[src/rtl/adc_rdctl_pkg.sv]
package adc_rdctl_pkg;

  localparam int CODE_W = 12;
  localparam int OUT_W  = 16;
  localparam int BYTE_W = 8;

  typedef enum logic [2:0] {
    ST_IDLE,
    ST_PULSE,
    ST_WAIT,
    ST_RDHI,
    ST_RDLO,
    ST_OUT
  } rd_state_t;

  function automatic int ns2cyc(input int ns, input int clk_ns);
    int c;
    c = (ns + clk_ns - 1) / clk_ns;
    return (c < 1) ? 1 : c;
  endfunction

endpackage

[src/rtl/adc_rdctl_pace.sv]
module adc_rdctl_pace #(
  parameter int SPACE_CYC = 1000
) (
  input  logic clk,
  input  logic rst_n,
  input  logic req_i,
  input  logic launch_i,
  output logic pend_o,
  output logic open_o
);
  localparam int SW = $clog2(SPACE_CYC + 1);
  localparam logic [SW-1:0] SPACE_LD = SW'(SPACE_CYC - 1);

  logic [SW-1:0] gap_q;
  logic          pend_q;

  always_ff @(posedge clk or negedge rst_n) begin
    if (!rst_n) begin
      pend_q <= 1'b0;
    end else begin
      pend_q <= (pend_q & ~launch_i) | req_i;
    end
  end

  always_ff @(posedge clk or negedge rst_n) begin
    if (!rst_n) begin
      gap_q <= '0;
    end else if (launch_i) begin
      gap_q <= SPACE_LD;
    end else if (gap_q != '0) begin
      gap_q <= gap_q - 1'b1;
    end
  end

  assign pend_o = pend_q;
  assign open_o = (gap_q == '0);

endmodule

[src/rtl/adc_rdctl_seq.sv]
module adc_rdctl_seq
  import adc_rdctl_pkg::*;
#(
  parameter int PULSE_CYC = 10,
  parameter int TMO_CYC   = 1200,
  parameter int ACC_CYC   = 9,
  parameter bit BYTE_MODE = 1'b0
) (
  input  logic clk,
  input  logic rst_n,
  input  logic pend_i,
  input  logic open_i,
  input  logic conv_idle,
  input  logic res_ready,
  output logic launch_o,
  output logic cap_word_o,
  output logic cap_hi_o,
  output logic cap_lo_o,
  output logic tmo_o,
  output logic res_valid,
  output logic cnv_n,
  output logic sel_n,
  output logic hbyte
);
  localparam int MAXC = (PULSE_CYC > TMO_CYC) ?
                        ((PULSE_CYC > ACC_CYC) ? PULSE_CYC : ACC_CYC) :
                        ((TMO_CYC > ACC_CYC) ? TMO_CYC : ACC_CYC);
  localparam int CW = $clog2(MAXC + 1);
  localparam logic [CW-1:0] PULSE_LD = CW'(PULSE_CYC - 1);
  localparam logic [CW-1:0] TMO_LD   = CW'(TMO_CYC - 1);
  localparam logic [CW-1:0] ACC_LD   = CW'(ACC_CYC - 1);

  rd_state_t     st_q;
  logic [CW-1:0] cnt_q;
  logic          cnv_q, sel_q, hb_q;
  logic          last;

  assign last       = (cnt_q == '0);
  assign launch_o   = (st_q == ST_IDLE) && pend_i && open_i;
  assign cap_word_o = (st_q == ST_RDHI) && last && !BYTE_MODE;
  assign cap_hi_o   = (st_q == ST_RDHI) && last && BYTE_MODE;
  assign cap_lo_o   = (st_q == ST_RDLO) && last;
  assign tmo_o      = (st_q == ST_WAIT) && !conv_idle && last;
  assign res_valid  = (st_q == ST_OUT);

  always_ff @(posedge clk or negedge rst_n) begin
    if (!rst_n) begin
      st_q  <= ST_IDLE;
      cnt_q <= '0;
      cnv_q <= 1'b1;
      sel_q <= 1'b1;
      hb_q  <= 1'b0;
    end else begin
      case (st_q)
        ST_IDLE: if (launch_o) begin
          st_q  <= ST_PULSE;
          cnt_q <= PULSE_LD;
          cnv_q <= 1'b0;
          sel_q <= 1'b0;
        end
        ST_PULSE: if (last) begin
          st_q  <= ST_WAIT;
          cnt_q <= TMO_LD;
          cnv_q <= 1'b1;
          sel_q <= 1'b1;
        end else begin
          cnt_q <= cnt_q - 1'b1;
        end
        ST_WAIT: if (conv_idle) begin
          st_q  <= ST_RDHI;
          cnt_q <= ACC_LD;
          sel_q <= 1'b0;
          hb_q  <= 1'b0;
        end else if (last) begin
          st_q <= ST_OUT;
        end else begin
          cnt_q <= cnt_q - 1'b1;
        end
        ST_RDHI: if (last) begin
          if (BYTE_MODE) begin
            st_q  <= ST_RDLO;
            cnt_q <= ACC_LD;
            hb_q  <= 1'b1;
          end else begin
            st_q  <= ST_OUT;
            sel_q <= 1'b1;
          end
        end else begin
          cnt_q <= cnt_q - 1'b1;
        end
        ST_RDLO: if (last) begin
          st_q  <= ST_OUT;
          sel_q <= 1'b1;
          hb_q  <= 1'b0;
        end else begin
          cnt_q <= cnt_q - 1'b1;
        end
        ST_OUT: if (res_ready) st_q <= ST_IDLE;
        default: st_q <= ST_IDLE;
      endcase
    end
  end

  assign cnv_n = cnv_q;
  assign sel_n = sel_q;
  assign hbyte = hb_q;

endmodule

[src/rtl/adc_rdctl_asm.sv]
module adc_rdctl_asm
  import adc_rdctl_pkg::*;
#(
  parameter bit BYTE_MODE = 1'b0
) (
  input  logic              clk,
  input  logic              rst_n,
  input  logic              clr_i,
  input  logic              cap_word_i,
  input  logic              cap_hi_i,
  input  logic              cap_lo_i,
  input  logic              tmo_i,
  input  logic [CODE_W-1:0] bus_i,
  output logic [OUT_W-1:0]  res_data,
  output logic              res_tmo
);
  localparam int LO_W  = CODE_W - BYTE_W;
  localparam int EXT_W = OUT_W - CODE_W;

  logic [CODE_W-1:0] code_q;
  logic              tmo_q;

  generate
    if (BYTE_MODE) begin : g_byte
      logic unused_lines;
      assign unused_lines = ^bus_i[LO_W-1:0] ^ cap_word_i;
      always_ff @(posedge clk or negedge rst_n) begin
        if (!rst_n) begin
          code_q <= '0;
        end else if (clr_i) begin
          code_q <= '0;
        end else begin
          if (cap_hi_i) code_q[CODE_W-1:LO_W] <= bus_i[CODE_W-1 -: BYTE_W];
          if (cap_lo_i) code_q[LO_W-1:0]      <= bus_i[CODE_W-1 -: LO_W];
        end
      end
    end else begin : g_word
      logic unused_strobes;
      assign unused_strobes = cap_hi_i ^ cap_lo_i;
      always_ff @(posedge clk or negedge rst_n) begin
        if (!rst_n) begin
          code_q <= '0;
        end else if (clr_i) begin
          code_q <= '0;
        end else if (cap_word_i) begin
          code_q <= bus_i;
        end
      end
    end
  endgenerate

  always_ff @(posedge clk or negedge rst_n) begin
    if (!rst_n) begin
      tmo_q <= 1'b0;
    end else if (clr_i) begin
      tmo_q <= 1'b0;
    end else if (tmo_i) begin
      tmo_q <= 1'b1;
    end
  end

  assign res_data = {{EXT_W{code_q[CODE_W-1]}}, code_q};
  assign res_tmo  = tmo_q;

endmodule

[src/rtl/adc_rdctl.sv]
module adc_rdctl
  import adc_rdctl_pkg::*;
#(
  parameter int CLK_NS    = 10,
  parameter int PULSE_NS  = 100,
  parameter int SPACE_NS  = 10000,
  parameter int TMO_NS    = 12000,
  parameter int ACC_NS    = 83,
  parameter bit BYTE_MODE = 1'b0
) (
  input  logic        clk,
  input  logic        rst_n,
  input  logic        smp_req,
  output logic        res_valid,
  input  logic        res_ready,
  output logic [15:0] res_data,
  output logic        res_tmo,
  output logic        cnv_n,
  output logic        sel_n,
  output logic        hbyte,
  input  logic        conv_idle,
  input  logic [11:0] bus_i
);
  localparam int PULSE_CYC = ns2cyc(PULSE_NS, CLK_NS);
  localparam int SPACE_CYC = ns2cyc(SPACE_NS, CLK_NS);
  localparam int TMO_CYC   = ns2cyc(TMO_NS, CLK_NS);
  localparam int ACC_CYC   = ns2cyc(ACC_NS, CLK_NS);

  logic pend, open_win, launch;
  logic cap_word, cap_hi, cap_lo, tmo;

  adc_rdctl_pace #(.SPACE_CYC(SPACE_CYC)) u_pace (
    .clk      (clk),
    .rst_n    (rst_n),
    .req_i    (smp_req),
    .launch_i (launch),
    .pend_o   (pend),
    .open_o   (open_win)
  );

  adc_rdctl_seq #(
    .PULSE_CYC (PULSE_CYC),
    .TMO_CYC   (TMO_CYC),
    .ACC_CYC   (ACC_CYC),
    .BYTE_MODE (BYTE_MODE)
  ) u_seq (
    .clk        (clk),
    .rst_n      (rst_n),
    .pend_i     (pend),
    .open_i     (open_win),
    .conv_idle  (conv_idle),
    .res_ready  (res_ready),
    .launch_o   (launch),
    .cap_word_o (cap_word),
    .cap_hi_o   (cap_hi),
    .cap_lo_o   (cap_lo),
    .tmo_o      (tmo),
    .res_valid  (res_valid),
    .cnv_n      (cnv_n),
    .sel_n      (sel_n),
    .hbyte      (hbyte)
  );

  adc_rdctl_asm #(.BYTE_MODE(BYTE_MODE)) u_asm (
    .clk        (clk),
    .rst_n      (rst_n),
    .clr_i      (launch),
    .cap_word_i (cap_word),
    .cap_hi_i   (cap_hi),
    .cap_lo_i   (cap_lo),
    .tmo_i      (tmo),
    .bus_i      (bus_i),
    .res_data   (res_data),
    .res_tmo    (res_tmo)
  );

endmodule

[config.mk]
export PLATFORM = sky130hd
export DESIGN_NAME = adc_rdctl
export DESIGN_NICKNAME = d
export VERILOG_FILES = /design/src/rtl/adc_rdctl_pkg.sv /design/src/rtl/adc_rdctl_pace.sv /design/src/rtl/adc_rdctl_seq.sv /design/src/rtl/adc_rdctl_asm.sv /design/src/rtl/adc_rdctl.sv
export SDC_FILE = /design/constraint.sdc
export NUM_CORES = 1
export LEC_CHECK = 0
export ABC_AREA = 1
export ABC_CLOCK_PERIOD_IN_PS = 1800
export BUFFER_PORTS_ARGS = -buffer_cell sky130_fd_sc_hd__clkbuf_2
export CAP_MARGIN = 20
export CELL_PAD_IN_SITES_DETAIL_PLACEMENT = 0
export CELL_PAD_IN_SITES_GLOBAL_PLACEMENT = 1
export CORE_MARGIN = 8
export CORE_UTILIZATION = 37
export DETAILED_ROUTE_END_ITERATION = 8
export PLACE_DENSITY_LB_ADDON = 0.1
export SLEW_MARGIN = 20
export SYNTH_ARGS = -nofsm -noshare
export SYNTH_HDL_FRONTEND = slang
export SYNTH_SLANG_ARGS = --single-unit
[constraint.sdc]
create_clock -name clk -period 1.8 [get_ports clk]
set_clock_uncertainty 0.2 [all_clocks]
set_input_delay 0.27 -clock clk [delete_from_list [all_inputs] [get_ports clk]]
set_output_delay 0.27 -clock clk [all_outputs]
set_load 0.005 [all_outputs]
==> impl_metrics.json, run 1 <==
{
  "initial_utilization_pct": 37.73,
  "synth_nets": 332,
  "worst-endpoint-required_ps": 1790,
  "place_congestion": 0.8556,
  "yosys.cell_types.count": 31,
  "remaining_drc_errors": 0,
  "dp_hpwl_um": 4064,
  "globalRouteMet1Util_pct": 16.69,
  "drive_gt1_share_pct": 26.61,
  "ant_nets": 0,
  "detail_route.vias_per_cell": 4.541,
  "dieWidth_um": 96.01,
  "synthCells": 311,
  "grt_max_degree": 41,
  "numCtsBuffers": 5,
  "setup_viol": 0,
  "ys_dominant_reg_cell": "sky130_fd_sc_hd__dfrtp_1",
  "clkSlewWorstSetupHoldPaths_ps": 90,
  "critPathLaunchType": "flop",
  "die_y_um": 96.01,
  "globalRouteTotalUtil_pct": 13.18,
  "clock-root-buffer": "sky130_fd_sc_hd__clkbuf_8",
  "setup.worst_path.end_class": "flop",
  "areaGrowthSynthToFinish_pct": 25.09,
  "synth.ff_latch_count": 40,
  "power_leakage_nw": 1.716,
  "drt_iter0_markers": 48,
  "pwr_density_cell_mw_per_mm2": 1716,
  "use_met3_pct": 3.120,
  "dp_slack_ps": 42.49,
  "cap_violations": 0,
  "cts_max_path_buffers": 2,
  "syn_area_mm2": 0.002369,
  "drv_slew": 0,
  "floorplan.core_area_mm2": 0.006277,
  "first_global_vias": 2066,
  "cts_sinks": 40,
  "final_standard_cell_area_without_fillers_mm2": 0.002963,
  "fin_ws_ps": 90.90,
  "synth-seq-area-share_pct": 42.37,
  "setup-tns-final_ps": 0,
  "numPortBuffers": 36,
  "final-instance-count-excl-fill": 449,
  "timing.fmax_mhz": 585.1,
  "top_usage_layer": "met2",
  "floorplan.rows": 29,
  "worstPathArrival_ps": 1700,
  "design.die.area_mm2": 0.009218,
  "dr_total_vias": 2039,
  "synth.avg_cell_area_um2": 7.616,
  "cts_max_level": 2,
  "timing.setup.critical_path_class": "reg2reg",
  "synth_async_sr_flop_share_pct": 100.0,
  "grt_first_pass_wirelength_um": 9453,
  "io_pins": 38,
  "antenna-diode-count": 0,
  "rsz0062_at_grt": "yes",
  "dpl.cell_count": 436,
  "global_route.usage.met2_pct": 21.40,
  "hold_viol_final": 0,
  "synth_enable_flop_cells": 0,
  "postPlaceCellArea_mm2": 0.002754,
  "nNetsFinal": 392,
  "tritoncts": "yes",
  "worst_ir_drop_vdd_mv": 0.6561,
  "status": "finished, final reports clean",
  "clk-insertion-delay-late_ps": 300,
  "drt_pre_antenna_iters": 4,
  "top_fanout_value_on_the_critical_path": 3,
  "grt_antenna_before_repair": 0,
  "detail_route.wirelength_um": 5523,
  "period_share_pct": 94.95,
  "routed_wire_length_per_instance_um": 12.30,
  "num-fill-cells": 656,
  "grt-ovfl-total": 0,
  "worstHoldPathType": "in2reg",
  "post-route-min-period_ps": 1709,
  "yosys_warnings": 0
}
## layer usage
layer / part of all wire (%) / wire length [um]
met1: 46 / 2539
met5: 0 / 0
met3: 4.8 / 267
met2: 48 / 2630
met4: 1.5 / 85
## layout make-up
class	count	area (um2)	share of cell area, %
timing repair buffer	62	416.7	14.06
multi-input combinational	209	1132	38.22
tap	77	96.34	3.252
sequential	40	1003	33.87
inverter	53	198.9	6.715
clock inverter	3	46.29	1.563
clock buffer	5	68.82	2.323
## registers in the layout, summed over array words and instances, names as in the netlist
name,cells
u_pace.gap_q,10
u_seq.st_q,3
u_asm.res_tmo,1
u_pace.pend_o,1
u_seq.sel_n,1
u_seq.cnv_n,1
u_asm.code_q,12
u_seq.cnt_q,11
## kinds of logic after synthesis
family                   after synthesis  synth area share, %
other                                  1               0.1583
AND/OR/NAND/NOR                      162                30.64
adder cells (fa/ha/maj)                4                2.113
buffers and inverters                 62                11.62
AO/OA/AOI/OAI                         35                10.51
XOR/XNOR                               7                2.589
flip-flops                            40                42.37
## cell usage after synthesis, types with 2 or more instances
master | instances | area [um2]
sky130_fd_sc_hd__xor2_1 | 7 | 61.31
sky130_fd_sc_hd__inv_1 | 52 | 195.2
sky130_fd_sc_hd__nand2_1 | 90 | 337.8
sky130_fd_sc_hd__buf_4 | 5 | 37.54
sky130_fd_sc_hd__nor2_2 | 6 | 37.54
sky130_fd_sc_hd__dfstp_2 | 2 | 52.55
sky130_fd_sc_hd__o21ai_0 | 9 | 45.04
sky130_fd_sc_hd__buf_6 | 3 | 33.78
sky130_fd_sc_hd__nor2_1 | 27 | 101.4
sky130_fd_sc_hd__nand3_1 | 18 | 90.09
sky130_fd_sc_hd__o21ai_1 | 5 | 25.02
sky130_fd_sc_hd__nand4_1 | 6 | 37.54
sky130_fd_sc_hd__nand2_2 | 3 | 18.77
sky130_fd_sc_hd__a21oi_1 | 5 | 25.02
sky130_fd_sc_hd__dfrtp_1 | 38 | 950.9
sky130_fd_sc_hd__nor3_1 | 4 | 20.02
sky130_fd_sc_hd__o211a_1 | 12 | 120.1
sky130_fd_sc_hd__nor2_4 | 3 | 33.78
sky130_fd_sc_hd__ha_1 | 4 | 50.05
## what timing repair did
item / in CTS / in global routing
endpoints found under the setup margin: 0 / 36
hold endpoints to repair: 44 / 0
hold buffers: 5 / 0
buffers inserted: 0 / 0
gates resized for setup: 0 / 16
## where the power goes
group          switching (W)  internal (W)
Sequential          0.000312       0.00131
Clock               0.000360      0.000418
Combinational        0.00154       0.00114
Total                0.00221       0.00287
## path summary, 6_finish.rpt
path                                      from                to  slack, ps  cells after the start
worst max-delay path            u_seq.cnt_q[0]    u_seq.cnt_q[0]         90                      9
worst min-delay path                  bus_i[0]   u_asm.code_q[0]         20                      2
worst max register to register  u_seq.cnt_q[0]    u_seq.cnt_q[0]         90                      9
worst min register to register     u_seq.cnv_n       u_seq.cnv_n        260                      2
max in group asynchronous                rst_n       u_seq.sel_n        860                      3
min in group asynchronous                rst_n  u_asm.code_q[10]        270                      3
## metrics by stage
step | power, W | hold slack (ps) | util, %
after floorplan | 0.003434 | -225.6 | -
after global placement | 0.004243 | 67.55 | 43.87
after detailed placement | 0.004256 | 68.62 | 43.87
after CTS | 0.005078 | 3.604 | 46.50
after global routing | 0.005628 | 2.984 | 47.20
final | 0.005084 | 16.61 | 47.20
## cell usage in the layout (no fill, tap or decap), types with 6 or more instances in the layout
cell                        n
sky130_fd_sc_hd__nand4_1    6
sky130_fd_sc_hd__o21ai_0    9
sky130_fd_sc_hd__nor2_2     8
sky130_fd_sc_hd__xor2_1     7
sky130_fd_sc_hd__buf_4     18
sky130_fd_sc_hd__inv_1     48
sky130_fd_sc_hd__nand2_2    9
sky130_fd_sc_hd__nand3_1   18
sky130_fd_sc_hd__clkbuf_2  36
sky130_fd_sc_hd__nor2_1    25
sky130_fd_sc_hd__nand2_1   83
sky130_fd_sc_hd__o211a_1   12
sky130_fd_sc_hd__dfrtp_1   38
## worst max-delay path: stages, from the launching register on
cell                       delay (ps)
sky130_fd_sc_hd__dfrtp_1          400
sky130_fd_sc_hd__inv_2             90
sky130_fd_sc_hd__ha_4             140
sky130_fd_sc_hd__nand2_2           60
sky130_fd_sc_hd__nor2_1           130
sky130_fd_sc_hd__nand2_2           70
sky130_fd_sc_hd__ha_1             270
sky130_fd_sc_hd__nand2_1           60
sky130_fd_sc_hd__nand2_1           40
sky130_fd_sc_hd__a21boi_2         140
Power figures use the tool's default switching activity.
==> inputs of run 2 (changes only) <==
--- a/config.mk
+++ b/config.mk
@@ -13,8 +13,9 @@
 export CELL_PAD_IN_SITES_GLOBAL_PLACEMENT = 1
 export CORE_MARGIN = 8
 export CORE_UTILIZATION = 37
+export CTS_CLUSTER_SIZE = 28
 export DETAILED_ROUTE_END_ITERATION = 8
-export PLACE_DENSITY_LB_ADDON = 0.1
+export PLACE_DENSITY = 0.72
 export SLEW_MARGIN = 20
 export SYNTH_ARGS = -nofsm -noshare
 export SYNTH_HDL_FRONTEND = slang
==> run 2 against run 1 <==
Effect of this change: core utilization increased by 0.36 points; maximum frequency about the same; combinational power increased by 3%.
==> impl_metrics.json, run 2 (synthesis gave the netlist of run 1 again) <==
{
  "drt_pre_antenna_iters": 4,
  "numCtsBuffers": 5,
  "p_total_w": 0.005180,
  "dieWidth_um": 96.01,
  "routed_wire_length_per_instance_um": 12.49,
  "power_leakage_nw": 1.738,
  "most-common-layout-cells": "83 x sky130_fd_sc_hd__nand2_1, 47 x sky130_fd_sc_hd__inv_1, 37 x sky130_fd_sc_hd__dfrtp_1",
  "io_pins": 38,
  "reg_top3": "u_asm.code_q: 12 flops, u_seq.cnt_q: 11 flops, u_pace.gap_q: 10 flops",
  "cts_max_path_buffers": 2,
  "cts_sinks": 40,
  "dr_total_vias": 2068,
  "drive_gt1_share_pct": 28.69,
  "setup.worst_path.end_class": "flop",
  "top_fanout_value_on_the_critical_path": 3,
  "setup_viol": 0,
  "ant_nets": 0,
  "worstReg2RegStart": "u_seq.cnt_q[0]",
  "rsz0062_at_grt": "yes",
  "grt_first_pass_wirelength_um": 9404,
  "hold_ws_ps": 11.06,
  "timing.setup.critical_path_class": "reg2reg",
  "clock-root-buffer": "sky130_fd_sc_hd__clkbuf_8",
  "initial_utilization_pct": 37.73,
  "period_share_pct": 94.91,
  "floorplan.rows": 29,
  "hold_viol_final": 0,
  "dp_hpwl_um": 4115,
  "clkSlewWorstSetupHoldPaths_ps": 80,
  "worst_setup_path_startpoint": "u_seq.cnt_q[0]",
  "drt_iter0_markers": 82,
  "die_y_um": 96.01,
  "num-fill-cells": 644,
  "clk-insertion-delay-late_ps": 300,
  "grt_max_degree": 26,
  "nNetsFinal": 393,
  "worst_ir_drop_vdd_mv": 0.9018,
  "floorplan.core_area_mm2": 0.006277,
  "post-route-min-period_ps": 1708,
  "design.die.area_mm2": 0.009218,
  "detail_route.wirelength_um": 5619,
  "final_util_pct": 47.56,
  "worstPathArrival_ps": 1700,
  "cap_violations": 0,
  "flip_flop_count_of_the_largest_register_after_layout": 12,
  "min-delay-start": "bus_i[3]",
  "remaining_drc_errors": 0,
  "worstHoldPathType": "in2reg",
  "first_global_vias": 2069,
  "grt_antenna_before_repair": 0,
  "areaGrowthSynthToFinish_pct": 26.04,
  "timing.fmax_mhz": 585.3,
  "pwr_density_cell_mw_per_mm2": 1735,
  "status": "finished, final reports clean",
  "final_common_cell": "sky130_fd_sc_hd__nand2_1",
  "numPortBuffers": 36,
  "tritoncts": "yes",
  "grt-ovfl-total": 0,
  "antenna-diode-count": 0,
  "worst-endpoint-required_ps": 1790,
  "cts_max_level": 2,
  "critPathLaunchType": "flop",
  "drv_slew": 0,
  "regMostFlops": "u_asm.code_q",
  "globalRouteTotalUtil_pct": 13.01,
  "place_congestion": 0.8516,
  "detail_route.vias_per_cell": 4.596
}
## run 2: timing repair
action / CTS / global route
gates cloned: 0 / 0
endpoints found under the hold margin: 16 / 0
buffers inserted: 0 / 6
resized for setup: 5 / 19
setup endpoints to repair: 16 / 35
hold buffers: 2 / 0
pin swaps: 0 / 6
## run 2: layer usage
metal	GRT usage (%)	vias to the layer above	part of all wire [%]
met5	0	-	0
met4	3.841	0	1.1
li1	-	1087	-
met1	15.34	941	46
met3	3.432	7	4.3
met2	22.53	33	49
## run 2: final cells by class
cell class	instances	area, um2	share of cell area (%)
multi-input cells	209	1160	38.85
flip-flops and latches	40	1005	33.65
repair buffers	63	404.1	13.54
inverters	53	198.9	6.664
well taps	77	96.34	3.227
clock buffers	6	82.58	2.766
clock inverters	2	38.79	1.299
## run 2: final timing paths
| kind | to | depth (start not counted) | slack, ps |
|---|---|---|---|
| setup / recovery | u_seq.cnt_q[0] | 9 | 90 |
| hold / removal | u_asm.code_q[3] | 2 | 10 |
| setup reg to reg | u_seq.cnt_q[0] | 9 | 90 |
| hold reg to reg | u_seq.cnv_n | 2 | 270 |
| max in group asynchronous | u_seq.sel_n | 3 | 590 |
| min in group asynchronous | u_asm.code_q[10] | 2 | 240 |
## run 2: metrics by stage
step	TNS, ps	worst slack (ps)	instances	instance area [um2]
2_1_floorplan	0	27.85	311	2371
3_3_place_gp	-225.5	-19.92	434	2726
3_5_place_dp	-590.4	-54.32	434	2726
4_1_cts	-1.207	-1.207	444	2883
5_1_grt	-13.93	-7.744	450	2985
6_report	0	91.60	450	2985
## run 2: worst max-delay path: stages, from the launching register on
cell	delay, ps
sky130_fd_sc_hd__dfrtp_1	400
sky130_fd_sc_hd__inv_2	100
sky130_fd_sc_hd__ha_4	140
sky130_fd_sc_hd__nand2_2	70
sky130_fd_sc_hd__nor2_2	120
sky130_fd_sc_hd__nand2_2	70
sky130_fd_sc_hd__ha_1	270
sky130_fd_sc_hd__nand2_1	60
sky130_fd_sc_hd__nand2_1	40
sky130_fd_sc_hd__a21boi_2	140
## run 2: power by group
group / switching [W] / internal [W] / leakage [nW]
registers: 0.000323 / 0.00131 / 0.492
logic: 0.00158 / 0.00118 / 1.19
clock network: 0.000337 / 0.000454 / 0.0614
==> inputs of run 3 (changes only) <==
--- a/config.mk
+++ b/config.mk
@@ -16,6 +16,7 @@
 export CTS_CLUSTER_SIZE = 28
 export DETAILED_ROUTE_END_ITERATION = 8
 export PLACE_DENSITY = 0.72
+export SETUP_SLACK_MARGIN = 0.2
 export SLEW_MARGIN = 20
 export SYNTH_ARGS = -nofsm -noshare
 export SYNTH_HDL_FRONTEND = slang
==> run 3 against run 2 <==
Effect of this change: final cell count up 4.2%; routed wire length up 12%; global-route usage up 0.75 points; register-to-register slack about the same; combinational power up 31%; first-iteration DRC count down 11%; flip-flop and latch count unchanged; maximum frequency up 0.41%; clock-buffer cell count down 1; die area unchanged; sequential share of layout area down 4.4 points; critical endpoint is now u_asm.code_q[2].
==> impl_metrics.json, run 3 (synthesis gave the netlist of run 1 again) <==
{
  "status": "finished, final reports clean",
  "numPortBuffers": 36,
  "place_congestion": 0.8412,
  "clk-insertion-delay-late_ps": 300,
  "dp_hpwl_um": 4129,
  "postPlaceCellArea_mm2": 0.002749,
  "final_standard_cell_area_without_fillers_mm2": 0.003451,
  "dpl.cell_count": 430,
  "first_global_vias": 2200,
  "remaining_drc_errors": 0,
  "drv_slew": 0,
  "fin_ws_ps": 98.61,
  "crit_buf_inv": 3,
  "timing.critical_path.slowest_stage_cell": "sky130_fd_sc_hd__dfrtp_1",
  "detail_route.vias_per_cell": 4.776,
  "switching_share_pct": 44.84,
  "setup_viol": 0,
  "initial_utilization_pct": 37.73,
  "slew_headroom_pct": 57.44,
  "io_pins": 38,
  "cpLargestDelayFamily": "flip-flops",
  "grt-ovfl-total": 0,
  "timing.setup.critical_path_class": "reg2reg",
  "drive_gt1_share_pct": 43.88,
  "multi_input_area_mm2": 0.001438,
  "setup.worst_path.end_class": "flop",
  "num-fill-cells": 598,
  "hold_viol_final": 0,
  "tritoncts": "yes",
  "drt_iter0_markers": 73,
  "die_y_um": 96.01,
  "cts_sinks": 40,
  "numCtsBuffers": 5,
  "ant_nets": 0,
  "critPathLaunchType": "flop",
  "globalRouteTotalUtil_pct": 13.76,
  "power_leakage_nw": 1.897,
  "design.die.area_mm2": 0.009218,
  "crit_top_cell": "sky130_fd_sc_hd__inv_2",
  "flip_flop_count_of_the_largest_register_after_layout": 12,
  "crit_path_cell_trace": "inv_2, ha_4, nand2_4, inv_2, nand2_2, nor2_4, buf_12, nand2_8, o211a_1",
  "power_frac_clock_pct": 12.5,
  "worst-endpoint-required_ps": 1790,
  "timing_worst_slew_pin_value_ps": 632.6,
  "antenna-diode-count": 0,
  "slowest_stage_delay_cp_ps": 410,
  "drt_pre_antenna_iters": 4,
  "period_share_pct": 94.52,
  "floorplan.rows": 29,
  "detail_route.wirelength_um": 6307,
  "worstHoldPathType": "in2reg",
  "clkSlewWorstSetupHoldPaths_ps": 80,
  "cts_max_level": 2,
  "setup-tns-final_ps": 0,
  "nNetsFinal": 412,
  "top_fanout_value_on_the_critical_path": 6,
  "clock-root-buffer": "sky130_fd_sc_hd__clkbuf_8",
  "grt_max_degree": 27,
  "reg_top3": "u_asm.code_q: 12 flops, u_seq.cnt_q: 11 flops, u_pace.gap_q: 10 flops",
  "final-instance-count-excl-fill": 469,
  "timing.fmax_mhz": 587.8,
  "p_total_w": 0.006062,
  "floorplan.core_area_mm2": 0.006277,
  "post-route-min-period_ps": 1701,
  "grt_first_pass_wirelength_um": 10070,
  "worstPathArrival_ps": 1690,
  "sequential_cell_area_mm2": 0.001010,
  "dieWidth_um": 96.01,
  "final_common_cell": "sky130_fd_sc_hd__nand2_1",
  "p_comb_share_pct": 59.8,
  "rsz0062_at_grt": "yes",
  "total_switching_power_w": 0.002718,
  "regMostFlops": "u_asm.code_q",
  "routed_wire_length_per_instance_um": 13.45,
  "most-common-layout-cells": "69 x sky130_fd_sc_hd__nand2_1, 44 x sky130_fd_sc_hd__inv_1, 36 x sky130_fd_sc_hd__clkbuf_2",
  "areaGrowthSynthToFinish_pct": 45.69,
  "grt_antenna_before_repair": 0,
  "dr_total_vias": 2240,
  "internal_power_w": 0.003344,
  "seq_power_share_pct": 27.7,
  "cts_max_path_buffers": 2,
  "worst_ir_drop_vdd_mv": 0.9438,
  "cap_violations": 0,
  "pwr_density_cell_mw_per_mm2": 1757,
  "dp_slack_ps": 70.16
}
==> run 3: cell count changes in the layout (fill, tap and decap cells not counted), moves of 5 or more <==
| cell | change |
|---|---|
| sky130_fd_sc_hd__buf_4 | +10 |
| sky130_fd_sc_hd__nand2_8 | +6 |
| sky130_fd_sc_hd__nor2_1 | -10 |
| sky130_fd_sc_hd__o21ai_0 | -5 |
| sky130_fd_sc_hd__nand2_1 | -14 |
| sky130_fd_sc_hd__nor2_2 | +7 |
| sky130_fd_sc_hd__nand2_2 | +9 |
==> run 3: repair_timing <==
action | in CTS | in global routing
gates resized for setup | 26 | 62
gates cloned | 3 | 1
pin swaps | 3 | 11
buffers inserted | 14 | 11
hold buffers | 2 | 0
hold endpoints to repair | 13 | 0
setup endpoints to repair | 38 | 41
==> run 3: area by class of cell <==
class                   instances  share of cell area, %
multi-input cells             212                  41.66
flip-flops and latches         40                  29.26
repair buffers                 79                  16.75
inverters                      53                  6.200
well taps                      77                  2.792
clock buffers                   5                  1.994
clock inverters                 3                  1.342
==> run 3: power by group through the flow <==
stage | registers [W] | logic, W | clock network, W
after floorplan | 0.00160 | 0.00192 | 0
after CTS | 0.00166 | 0.00305 | 0.000787
after detailed placement | 0.00164 | 0.00263 | 0
after global routing | 0.00173 | 0.00404 | 0.000816
after global placement | 0.00164 | 0.00262 | 0
final | 0.00168 | 0.00362 | 0.000760
==> run 3: final timing paths <==
kind                                start         endpoint  slack, ps  cells past startpoint
max                        u_seq.cnt_q[0]  u_asm.code_q[2]        100                      9
min                              bus_i[0]  u_asm.code_q[0]         10                      2
max reg2reg                u_seq.cnt_q[0]  u_asm.code_q[2]        100                      9
min reg2reg                   u_seq.cnv_n      u_seq.cnv_n        270                      2
max in group asynchronous           rst_n  u_asm.code_q[8]        650                      3
min in group asynchronous           rst_n   u_seq.cnt_q[6]        260                      2
==> run 3: worst reg2reg max path, cell delays in order (launching register included) <==
cell and delay [ps]:
sky130_fd_sc_hd__dfrtp_1 410, sky130_fd_sc_hd__inv_2 100, sky130_fd_sc_hd__ha_4 150, sky130_fd_sc_hd__nand2_4 50, sky130_fd_sc_hd__inv_2 60, sky130_fd_sc_hd__nand2_2 60
sky130_fd_sc_hd__nor2_4 130, sky130_fd_sc_hd__buf_12 160, sky130_fd_sc_hd__nand2_8 70, sky130_fd_sc_hd__o211a_1 210
==> run 3: metrics by stage <==
step           utilization (%)  hold WS [ps]
2_1_floorplan                -        -225.6
3_3_place_gp             43.79         42.12
3_5_place_dp             43.79         46.45
4_1_cts                  49.97         1.435
5_1_grt                  54.97         10.97
6_report                 54.97         12.99
==> run 3: metal layers <==
metal / wire length, um / up-vias / global-route usage (%) / share of wire [%]
li1: - / 1136 / - / -
met1: 2873 / 1053 / 17.32 / 46
met2: 3029 / 44 / 22.64 / 48
met3: 331 / 7 / 3.198 / 5.2
met4: 73 / 0 / 4.481 / 1.2
met5: 0 / - / 0 / 0
